## config.mk

```make
export PLATFORM = sky130hd
export DESIGN_NAME = irq_vec_ctl
export DESIGN_NICKNAME = d
export VERILOG_FILES = /design/src/rtl/irq_vec_pkg.sv /design/src/rtl/irq_pin_capture.sv /design/src/rtl/irq_evt_latch.sv /design/src/rtl/irq_prio_pick.sv /design/src/rtl/irq_nest_track.sv /design/src/rtl/irq_vec_ctl.sv
export SDC_FILE = /design/constraint.sdc
export NUM_CORES = 1
export LEC_CHECK = 0
export ABC_CLOCK_PERIOD_IN_PS = 4900
export BUFFER_PORTS_ARGS = -buffer_cell sky130_fd_sc_hd__buf_2
export CAP_MARGIN = 20
export CORE_MARGIN = 4
export CORE_UTILIZATION = 45
export CTS_BUF_LIST = sky130_fd_sc_hd__clkbuf_8
export DETAILED_ROUTE_END_ITERATION = 7
export GPL_TIMING_DRIVEN = 1
export PLACE_DENSITY = 0.84
export SLEW_MARGIN = 20
export SYNTH_ARGS = -nofsm -noshare
export SYNTH_HDL_FRONTEND = slang
export SYNTH_HIERARCHICAL = 1
export SYNTH_SLANG_ARGS = --single-unit
```

## constraint.sdc

```tcl
create_clock -name clk -period 4.9 [get_ports clk]
set_clock_uncertainty 0.05 [all_clocks]
set_input_delay 0.98 -clock clk [delete_from_list [all_inputs] [get_ports clk]]
set_output_delay 0.98 -clock clk [all_outputs]
set_load 0.005 [all_outputs]
```

## src/rtl/irq_vec_pkg.sv

```systemverilog
package irq_vec_pkg;
   localparam int unsigned IVC_LEVELS = 7;
   localparam int unsigned IVC_LVL_W  = $clog2(IVC_LEVELS);
   localparam int unsigned IVC_PINS   = 3;
   localparam int unsigned IVC_MASK_W = IVC_LEVELS - 1;

   typedef enum logic [IVC_LVL_W-1:0] {
      LVL_SYSRST  = 3'd0,
      LVL_PIN_HI  = 3'd1,
      LVL_P0_TX   = 3'd2,
      LVL_P0_RX   = 3'd3,
      LVL_SHR_A   = 3'd4,
      LVL_SHR_B   = 3'd5,
      LVL_TIMER   = 3'd6
   } ivc_level_e;
endpackage

```

## src/rtl/irq_pin_capture.sv

```systemverilog
module irq_pin_capture #(
   parameter int unsigned SYNC_STAGES = 0
) (
   input  logic clk,
   input  logic rst_n,
   input  logic pin_n,
   input  logic edge_mode,
   input  logic clr,
   output logic req
);
   logic pin_s;
   logic prev_q;
   logic latch_q;
   logic fall;

   generate
      if (SYNC_STAGES > 3) begin : g_bad_sync
         $error("irq_pin_capture: SYNC_STAGES must be 0..3");
      end
      if (SYNC_STAGES == 0) begin : g_direct
         assign pin_s = pin_n;
      end else begin : g_sync
         logic [SYNC_STAGES-1:0] sh_q;
         logic [SYNC_STAGES:0]   sh_nxt;
         assign sh_nxt = {sh_q, pin_n};
         always_ff @(posedge clk or negedge rst_n) begin
            if (!rst_n) sh_q <= '1;
            else        sh_q <= sh_nxt[SYNC_STAGES-1:0];
         end
         assign pin_s = sh_q[SYNC_STAGES-1];
      end
   endgenerate

   assign fall = prev_q & ~pin_s;

   always_ff @(posedge clk or negedge rst_n) begin
      if (!rst_n) begin
         prev_q  <= 1'b1;
         latch_q <= 1'b0;
      end else begin
         prev_q  <= pin_s;
         latch_q <= edge_mode & (fall | (latch_q & ~clr));
      end
   end

   assign req = edge_mode ? latch_q : ~pin_s;

   // a falling edge in edge mode is captured
   a_r6_fall_latched: assert property (@(posedge clk) disable iff (!rst_n)
      (edge_mode && fall) |=> latch_q);
   // the latch survives the pin rising until a clear
   a_r6_latch_holds: assert property (@(posedge clk) disable iff (!rst_n)
      (edge_mode && latch_q && !clr) |=> latch_q);
endmodule

```

## src/rtl/irq_evt_latch.sv

```systemverilog
module irq_evt_latch (
   input  logic clk,
   input  logic rst_n,
   input  logic evt,
   input  logic accept,
   input  logic clr,
   output logic pend
);
   logic take_evt;
   assign take_evt = evt & accept;

   always_ff @(posedge clk or negedge rst_n) begin
      if (!rst_n) pend <= 1'b0;
      else        pend <= take_evt | (pend & ~clr);
   end

   // an accepted pulse always leaves the request pending
   a_r7_evt_captured: assert property (@(posedge clk) disable iff (!rst_n)
      take_evt |=> pend);
   // a refused pulse cannot create a request
   a_r8_refused_evt: assert property (@(posedge clk) disable iff (!rst_n)
      (!pend && !take_evt) |=> !pend);
endmodule

```

## src/rtl/irq_prio_pick.sv

```systemverilog
module irq_prio_pick #(
   parameter int unsigned N   = 7,
   parameter int unsigned IDX_W = (N > 1) ? $clog2(N) : 1
) (
   input  logic             clk,
   input  logic             rst_n,
   input  logic [N-1:0]     req,
   output logic [N-1:0]     grant,
   output logic [IDX_W-1:0] idx,
   output logic             any
);
   logic [N:0] seen;

   generate
      if (N < 2) begin : g_bad_n
         $error("irq_prio_pick: N must be at least 2");
      end
      assign seen[0] = 1'b0;
      for (genvar i = 0; i < N; i++) begin : g_chain
         assign grant[i]  = req[i] & ~seen[i];
         assign seen[i+1] = seen[i] | req[i];
      end
   endgenerate

   assign any = seen[N];

   always_comb begin
      idx = '0;
      for (int i = 0; i < N; i++) begin
         if (grant[i]) idx = IDX_W'(i);
      end
   end

   // at most one level is granted
   a_r4_grant_onehot: assert property (@(posedge clk) disable iff (!rst_n)
      $onehot0(grant));
   // a grant exists exactly when something requests
   a_r4_grant_when_req: assert property (@(posedge clk) disable iff (!rst_n)
      (req != '0) |-> ($countones(grant) == 1));
endmodule

```

## src/rtl/irq_nest_track.sv

```systemverilog
module irq_nest_track #(
   parameter int unsigned N = 7
) (
   input  logic         clk,
   input  logic         rst_n,
   input  logic         nest_en,
   input  logic [N-1:0] push,
   input  logic         pop,
   output logic [N-1:0] act,
   output logic [N-1:0] allow
);
   logic [N:0]   seen;
   logic [N-1:0] cur;
   logic         busy;

   generate
      assign seen[0] = 1'b0;
      for (genvar i = 0; i < N; i++) begin : g_lvl
         assign seen[i+1] = seen[i] | act[i];
         assign cur[i]    = act[i] & ~seen[i];
         if (i == 0) begin : g_top
            assign allow[i] = ~act[0];
         end else begin : g_rest
            assign allow[i] = ~busy | (nest_en & ~seen[i+1]);
         end
      end
   endgenerate

   assign busy = seen[N];

   always_ff @(posedge clk or negedge rst_n) begin
      if (!rst_n) act <= '0;
      else        act <= (act & ~(pop ? cur : '0)) | push;
   end

   // a level enters service only through an accepted push
   a_r9_enter_by_push: assert property (@(posedge clk) disable iff (!rst_n)
      ((act & ~$past(act)) != '0) |-> ($past(push) != '0));
   // a return with nothing pushed retires exactly one level
   a_r12_pop_one: assert property (@(posedge clk) disable iff (!rst_n)
      (pop && busy && push == '0) |=> ($countones(act) == $countones($past(act)) - 1));
   // a return never retires a lower-priority level ahead of a higher one
   a_r12_pop_top: assert property (@(posedge clk) disable iff (!rst_n)
      (pop && busy && push == '0) |=> ((act & ~$past(act & ~cur)) == '0));
endmodule

```

## src/rtl/irq_vec_ctl.sv

```systemverilog
module irq_vec_ctl
   import irq_vec_pkg::*;
#(
   parameter int unsigned VEC_W           = 16,
   parameter int unsigned VEC_BASE        = 0,
   parameter int unsigned VEC_STRIDE      = 4,
   parameter int unsigned PIN_SYNC_STAGES = 0
) (
   input  logic                  clk,
   input  logic                  rst_n,
   input  logic                  sys_rst_req,
   input  logic [IVC_PINS-1:0]   ext_req_n,
   input  logic [IVC_PINS-1:0]   ext_edge_mode,
   input  logic [1:0]            shared_pin_sel,
   input  logic                  sp0_tx_evt,
   input  logic                  sp0_rx_evt,
   input  logic                  sp1_tx_evt,
   input  logic                  sp1_rx_evt,
   input  logic                  tmr_evt,
   input  logic [IVC_MASK_W-1:0] irq_mask,
   input  logic                  nest_en,
   input  logic                  ack,
   input  logic                  rti,
   output logic                  irq_out,
   output logic [VEC_W-1:0]      vec_addr
);
   localparam int unsigned N        = IVC_LEVELS;
   localparam int unsigned LW       = IVC_LVL_W;
   localparam longint unsigned TOPV = longint'(VEC_BASE) + longint'(VEC_STRIDE) * (N - 1);

   generate
      if (VEC_STRIDE == 0 || (VEC_STRIDE & (VEC_STRIDE - 1)) != 0) begin : g_bad_stride
         $error("irq_vec_ctl: VEC_STRIDE must be a power of two");
      end
      if (VEC_W > 32 || TOPV >= (64'd1 << VEC_W)) begin : g_bad_width
         $error("irq_vec_ctl: VEC_W too narrow for the vector table");
      end
   endgenerate

   logic [IVC_PINS-1:0] pin_req;
   logic [IVC_PINS-1:0] pin_clr;
   logic [N-1:0]        pend;
   logic [N-1:0]        enable;
   logic [N-1:0]        allow;
   logic [N-1:0]        eligible;
   logic [N-1:0]        grant;
   logic [N-1:0]        act;
   logic [LW-1:0]       sel_idx;
   logic                take;

   assign take = ack & irq_out;

   // pin to level: pin 2 -> level 1, pin 1 -> level 4, pin 0 -> level 5
   assign pin_clr[2] = take & grant[LVL_PIN_HI];
   assign pin_clr[1] = take & grant[LVL_SHR_A] & shared_pin_sel[0];
   assign pin_clr[0] = take & grant[LVL_SHR_B] & shared_pin_sel[1];

   generate
      for (genvar j = 0; j < IVC_PINS; j++) begin : g_pin
         irq_pin_capture #(.SYNC_STAGES(PIN_SYNC_STAGES)) u_cap (
            .clk       (clk),
            .rst_n     (rst_n),
            .pin_n     (ext_req_n[j]),
            .edge_mode (ext_edge_mode[j]),
            .clr       (pin_clr[j]),
            .req       (pin_req[j])
         );
      end

      for (genvar l = 0; l < N; l++) begin : g_lvl
         if (l == LVL_SYSRST) begin : g_sysrst
            assign pend[l] = sys_rst_req;
         end else if (l == LVL_PIN_HI) begin : g_pin_hi
            assign pend[l] = pin_req[2];
         end else begin : g_evt
            logic ev;
            logic use_pin;
            logic pin_r;
            logic lat;
            assign ev = (l == LVL_P0_TX) ? sp0_tx_evt :
                        (l == LVL_P0_RX) ? sp0_rx_evt :
                        (l == LVL_SHR_A) ? sp1_tx_evt :
                        (l == LVL_SHR_B) ? sp1_rx_evt : tmr_evt;
            assign use_pin = (l == LVL_SHR_A) ? shared_pin_sel[0] :
                             (l == LVL_SHR_B) ? shared_pin_sel[1] : 1'b0;
            assign pin_r   = (l == LVL_SHR_A) ? pin_req[1] :
                             (l == LVL_SHR_B) ? pin_req[0] : 1'b0;
            irq_evt_latch u_lat (
               .clk    (clk),
               .rst_n  (rst_n),
               .evt    (ev),
               .accept (~use_pin),
               .clr    (take & grant[l]),
               .pend   (lat)
            );
            assign pend[l] = use_pin ? pin_r : lat;
         end
      end
   endgenerate

   assign enable   = {irq_mask, 1'b1};
   assign eligible = pend & enable & allow;

   irq_prio_pick #(.N(N), .IDX_W(LW)) u_pick (
      .clk   (clk),
      .rst_n (rst_n),
      .req   (eligible),
      .grant (grant),
      .idx   (sel_idx),
      .any   (irq_out)
   );

   irq_nest_track #(.N(N)) u_nest (
      .clk     (clk),
      .rst_n   (rst_n),
      .nest_en (nest_en),
      .push    (take ? grant : '0),
      .pop     (rti),
      .act     (act),
      .allow   (allow)
   );

   assign vec_addr = VEC_W'(VEC_BASE) + VEC_W'(VEC_STRIDE) * VEC_W'(sel_idx);

   // the reset level wins whenever it is not already in service
   a_r1_sysrst_wins: assert property (@(posedge clk) disable iff (!rst_n)
      (sys_rst_req && !act[LVL_SYSRST]) |-> (irq_out && vec_addr == VEC_W'(VEC_BASE)));
   // a masked level never reaches the core
   a_r3_mask_respected: assert property (@(posedge clk) disable iff (!rst_n)
      (irq_out && sel_idx != '0) |-> irq_mask[sel_idx - 1'b1]);
   // without nesting only the reset level interrupts a routine
   a_r10_no_nest: assert property (@(posedge clk) disable iff (!rst_n)
      (!nest_en && act != '0 && irq_out) |-> (vec_addr == VEC_W'(VEC_BASE)));
   // a nested request outranks every in-service level
   a_r11_outranks: assert property (@(posedge clk) disable iff (!rst_n)
      (irq_out && sel_idx != '0) |-> ((act & ((N'(1) << (sel_idx + 1'b1)) - N'(1))) == '0));
endmodule

```

# [Word-level counts from Yosys, hierarchy flattened]
# Index checks and enable logic that the tools add are counted.
[word_totals] reg_bits=18 out_inout_bits=17 mem_bits_rw=0 elab_cells=125 latchBits=0 rom_bits=0 mem_count=0 inputBits=25
[classes] muxes=13 bitwise_logic=100 shift=0 order_cmp=0 eq_ne=0 div_mod_pow=0 multipliers=0 n_reduce_logical=0 add_sub_neg=0
[ops] cell="AND 1 bit" n=43
[ops] cell="inverter 1 bit" n=26
[ops] cell="OR 1 bit" n=26
[ops] cell="AND 7 bit" n=3
[ops] cell="2-to-1 mux 3 bit" n=5
[ops] cell="2-to-1 mux 7 bit" n=2
[ops] cell="inverter 7 bit" n=1
[ops] cell="OR 7 bit" n=1
[ops] cell="2-to-1 mux 1 bit" n=6

# [Longest topological paths before layout]
[logic_depth] word_depth=23 depth_mapped=11 ltp_nobuf=10

# [Modules after synthesis]
# Netlist, hierarchy kept.
[modules_own_cells] mod="irq_nest_track" area_per_inst_um2=384.1 seq_area_each_um2=175.2 n_inst=1 cells_each=37
[modules_own_cells] mod="irq_pin_capture" area_per_inst_um2=91.3 seq_area_each_um2=51.3 n_inst=3 cells_each=7
[modules_own_cells] mod="irq_vec_ctl" area_per_inst_um2=241.5 seq_area_each_um2=0.0 n_inst=1 cells_each=37
[modules_own_cells] mod="irq_evt_latch" area_per_inst_um2=41.3 seq_area_each_um2=25.0 n_inst=5 cells_each=4
[modules_own_cells] mod="irq_prio_pick" area_per_inst_um2=121.4 seq_area_each_um2=0.0 n_inst=1 cells_each=20

# [Least setup slack after synthesis]
# Ideal clock, no wire load.
[synth_path] kind="in2out" startpoint="input nest_en" endpoint="output vec_addr[4]" stages=5 slack_ns=1.768 t_required_ns=3.870 path_buffers=0 arrival_time_ns=2.102 path_cell_list="inv_1 -> o22ai_1 -> and3_1 -> or4_1 -> nor2_1"
[synth_via] elab_cells_between_ends=30 classes_between="mux (4); bitwise (26)"
[synth_rtl] element="start, declared" line_no="irq_vec_ctl.sv:21" source="input logic nest_en,"
[synth_rtl] element="AND 1 bit *" line_no="irq_nest_track.sv:24" source="assign allow[i] = ~busy | (nest_en & ~seen[i+1]);"
[synth_rtl] element="OR 1 bit *" line_no="irq_nest_track.sv:24"
[synth_rtl] element="net allow[2]" line_no="irq_vec_ctl.sv:44" source="logic [N-1:0] allow;"
[synth_rtl] element="AND 7 bit *" line_no="irq_vec_ctl.sv:102" source="assign eligible = pend & enable & allow;"
[synth_rtl] element="net eligible[2]" line_no="irq_vec_ctl.sv:45" source="logic [N-1:0] eligible;"
[synth_rtl] element="OR 1 bit *" line_no="irq_prio_pick.sv:21" source="assign seen[i+1] = seen[i] | req[i];"
[synth_rtl] element="inverter 1 bit / OR 1 bit (equally long branches)" line_no="irq_prio_pick.sv:20, irq_prio_pick.sv:21"
[synth_rtl] element="AND 1 bit, or another cell as far along" line_no="irq_prio_pick.sv:20" source="assign grant[i] = req[i] & ~seen[i];"
[synth_rtl] element="2-to-1 mux 3 bit, or another cell as far along (2 in a row)" line_no="irq_prio_pick.sv:30" source="if (grant[i]) idx = IDX_W'(i);"
[synth_rtl] element="2-to-1 mux 3 bit / AND 1 bit (equally long branches)" line_no="irq_prio_pick.sv:30, irq_prio_pick.sv:20"
[synth_rtl] element="2-to-1 mux 3 bit *" line_no="irq_prio_pick.sv:30"
[synth_rtl] element="end, declared" line_no="irq_vec_ctl.sv:25" source="output logic [VEC_W-1:0] vec_addr"
# The timed path passes the listed nets; every way through them passes the cells marked *.

# [Worst setup path after layout]
[layout_path] startpoint="register u_nest.act[2]" endpoint="output vec_addr[2]"
[layout_via] elab_cells_between_ends=44 classes_between="mux (6); bitwise (38)"
[layout_rtl] element="start, declared" line_no="irq_nest_track.sv:9" source="output logic [N-1:0] act,"
[layout_rtl] element="start signal, assigned" line_no="irq_nest_track.sv:33" source="else act <= (act & ~(pop ? cur : '0)) | push;"
[layout_rtl] element="OR 1 bit * (4 in a row)" line_no="irq_nest_track.sv:19" source="assign seen[i+1] = seen[i] | act[i];"
[layout_rtl] element="OR 1 bit / inverter 1 bit (equally long branches)" line_no="irq_nest_track.sv:19, irq_nest_track.sv:24"
[layout_rtl] element="inverter 1 bit / AND 1 bit (equally long branches)" line_no="irq_nest_track.sv:24"
[layout_rtl] element="OR 1 bit *" line_no="irq_nest_track.sv:24"
[layout_rtl] element="net allow[5]" line_no="irq_vec_ctl.sv:44"
[layout_rtl] element="AND 7 bit *" line_no="irq_vec_ctl.sv:102"
[layout_rtl] element="net eligible[5]" line_no="irq_vec_ctl.sv:45"
[layout_rtl] element="OR 1 bit" line_no="irq_prio_pick.sv:21"
[layout_rtl] element="inverter 1 bit" line_no="irq_prio_pick.sv:20"
[layout_rtl] element="AND 1 bit" line_no="irq_prio_pick.sv:20"
[layout_rtl] element="2-to-1 mux 3 bit *" line_no="irq_prio_pick.sv:30"
# Marked as above.

==> flow_summary.json <==
{
  "min_period_over_period": 0.742,
  "worstPathArrival_ns": 2.61,
  "final_common_cell": "buf_2",
  "rows": 18,
  "clkTransAtPathRegs_ns": 0.07,
  "drive_above_1_share": 0.343,
  "syn_to_final_growth_pct": 13.5,
  "synth_cells": 135,
  "synthTopCellsByArea": "dfrtp_1 31%, buf_4 8.6%, dfstp_2 6.4%",
  "viasPerCell": 5.07,
  "yosys.area.top_type": "dfrtp_1",
  "swShare": 0.401,
  "holdWs_ns": 0.457,
  "synth_top_family_by_area": "simple AND/OR/NAND/NOR gates",
  "syn_area_per_cell_um2": 9.09,
  "status": "finished, final reports clean",
  "nFillCells": 246,
  "timing_hold_violations_final": 0,
  "worst_setup_path_start_kind": "flip-flop",
  "p_leak_nw": 0.748,
  "totalWireLength_mm": 2.51,
  "start_util": 0.482,
  "finalSetupTns_ns": 0,
  "num-nets-final": 192,
  "core_area_mm2": 0.00254,
  "synth_adder_area_share": 0,
  "p_clk_frac": 0.146,
  "cts_resized": 0,
  "cap_violations": 0,
  "critPathRequiredTime_ns": 3.87,
  "grtUsageTotal": 0.146,
  "slew_headroom": 0.644,
  "diodes": 0,
  "crit_path_max_incr_delay_ns": 0.66,
  "max_freq_mhz": 275,
  "wl_per_cell_um": 12.8,
  "chipHeight_um": 60.2,
  "cts_buffer_depth": 2,
  "die-area_mm2": 0.00363,
  "cts_setup_buffers": 0,
  "gp_congestion": 0.922,
  "clk_latency_ns": 0.26,
  "synth_mux_area_frac": 0.0163,
  "grt_max_degree": 19,
  "synth.top_cell.area_share": 0.306,
  "hp-class": "reg2reg",
  "synth_seq_area_share": 0.370,
  "grt_overflow": 0,
  "cp.buffers_inverters": 1,
  "io_buffers": 28,
  "cts_made_buffers": 3,
  "syn_area_mm2": 0.00123,
  "critPathMaxFanout": 6,
  "switchingPower_uw": 287,
  "tightest_slew_ns": 0.529,
  "clkSinkCount": 18,
  "cts_hold_buffers": 0,
  "via_count": 994,
  "pin_count": 42,
  "htree_levels": 1,
  "worst_path_max_delay_cell": "or4_1",
  "synthSimpleGateAreaFrac": 0.310,
  "path_delay_family": "simple AND/OR/NAND/NOR gates",
  "worstSetupEndpointType": "output pin",
  "synthXorXnorAreaFrac": 0,
  "rsz0062_at_grt": "no",
  "crit_chain": "or4_1, a2111oi_4, nand2_1, nor2_1, nand2b_1, a221oi_1, buf_2",
  "grt_pass1_vias": 896,
  "die_width_um": 60.2,
  "finalSetupViolCount": 0,
  "cts_tree": "done",
  "layout_common_cells": "28 x buf_2, 16 x conb_1, 15 x dfrtp_1",
  "drc": 0,
  "first_iter_violations": 34,
  "antenna_found_initial": 0,
  "firstDrtPassIters": 4,
  "dpl.hpwl_mm": 2.06,
  "min_period_ns": 3.64,
  "ys.warnings.count": 6,
  "p_comb_frac": 0.527,
  "synth.distinct_cells": 40,
  "pwr-share-seq": 0.327,
  "root_buffer": "clkbuf_8",
  "p_per_area_mw_per_mm2": 513,
  "report.final.slew_viol_count": 0,
  "synth_compound_area_frac": 0.174,
  "synth_seq_cells": 18,
  "internal_power_uw": 428,
  "postRouteAntennaNets": 0,
  "grt_pass1_wl_mm": 3.83,
  "path_class": "reg2out",
  "ir_drop_v": 0.000325
}
## through the flow
stage          cells  setup WS (ns)  total power, mW  instance area [µm²]   util
2_1_floorplan    149           1.77            0.521                 1280      -
3_3_place_gp     192           1.49            0.587                 1350  0.529
3_5_place_dp     192           1.38            0.607                 1350  0.529
4_1_cts          196           1.26            0.715                 1390  0.547
5_1_grt          196           1.12            0.766                 1390  0.547
6_report         196           1.26            0.714                 1390  0.547
## final cells by class
| cell class | instances | area (µm²) | share of cell area |
|---|---|---|---|
| sequential | 18 | 454 | 0.326 |
| clock buffer | 3 | 41.3 | 0.0296 |
| tap | 30 | 37.5 | 0.0270 |
| clock inverter | 1 | 3.75 | 0.00270 |
| inverter | 11 | 41.3 | 0.0296 |
| timing repair buffer | 28 | 140 | 0.101 |
| multi-input combinational | 105 | 674 | 0.484 |
## synth_stat cells
cell and number:
a221oi_1 1, nand2_1 10, a211oi_1 1, dfstp_2 3, a31oi_1 1, or4_1 2, nand2b_4 3, o21ai_0 3
o21ai_2 5, a21o_1 2, o22ai_1 1, a21o_2 1, o32ai_1 1, or4b_1 1, and2_2 1, dfrtp_1 15
a21oi_1 3, buf_2 1, a2111oi_4 1, inv_1 11, mux2i_1 2, nor2_1 12, o21bai_1 1, nand3b_1 1
a21boi_2 3, or2_2 1, nand2b_1 5, and2_1 4, conb_1 2, o31a_2 1, buf_4 14, nor4b_1 2
or3_2 1, and3_2 5, nor3b_1 2, or3b_2 1, nor3_1 1, nor4_1 2, and3_1 7, or3_1 1
## metal layers
metal	up-vias	routed length [µm]	track usage
met3	7	183	0.0259
met5	-	0	0
li1	499	-	-
met2	40	1180	0.230
met1	448	1070	0.177
met4	0	78	0.104
## kinds of logic after synthesis
kind of cell / after synthesis
AOI/OAI and AO/OA: 25
and+or+nand+nor: 62
DFF: 18
muxes: 2
buffers and inverters: 26
other: 2
## power by group through the flow
| stage | clock [mW] | sequential, mW | combinational [mW] |
|---|---|---|---|
| 2_1_floorplan | 0 | 0.225 | 0.295 |
| 3_3_place_gp | 0 | 0.234 | 0.353 |
| 3_5_place_dp | 0 | 0.236 | 0.371 |
| 4_1_cts | 0.110 | 0.233 | 0.372 |
| 5_1_grt | 0.115 | 0.240 | 0.411 |
| 6_report | 0.104 | 0.234 | 0.376 |
## flip-flops by register name (all words and copies together) (netlist names)
name,cells
u_nest/act,7
g_pin.u_cap/latch_q,3
g_lvl.g_evt.u_lat/pend,5
g_pin.u_cap/prev_q,3
## worst min-delay path: stages, from the launching register on
cell and delay [ns]:
dfstp_2 0.38, nand2b_4 0.06, a21boi_2 0.04
## final timing paths
path	slack [ns]	end	cells after the start	from
max	1.26	vec_addr[2]	7	u_nest/act[2]
max in group asynchronous	3.88	g_pin[0].u_cap/prev_q	1	rst_n
min reg2reg	0.46	g_pin[2].u_cap/latch_q	2	g_pin[2].u_cap/prev_q
min in group asynchronous	0.59	u_nest/act[5]	1	rst_n
max reg2reg	2.00	u_nest/act[6]	9	u_nest/act[2]
min	0.46	g_pin[2].u_cap/latch_q	2	g_pin[2].u_cap/prev_q
No activity file was read; power rests on OpenSTA's default activity.
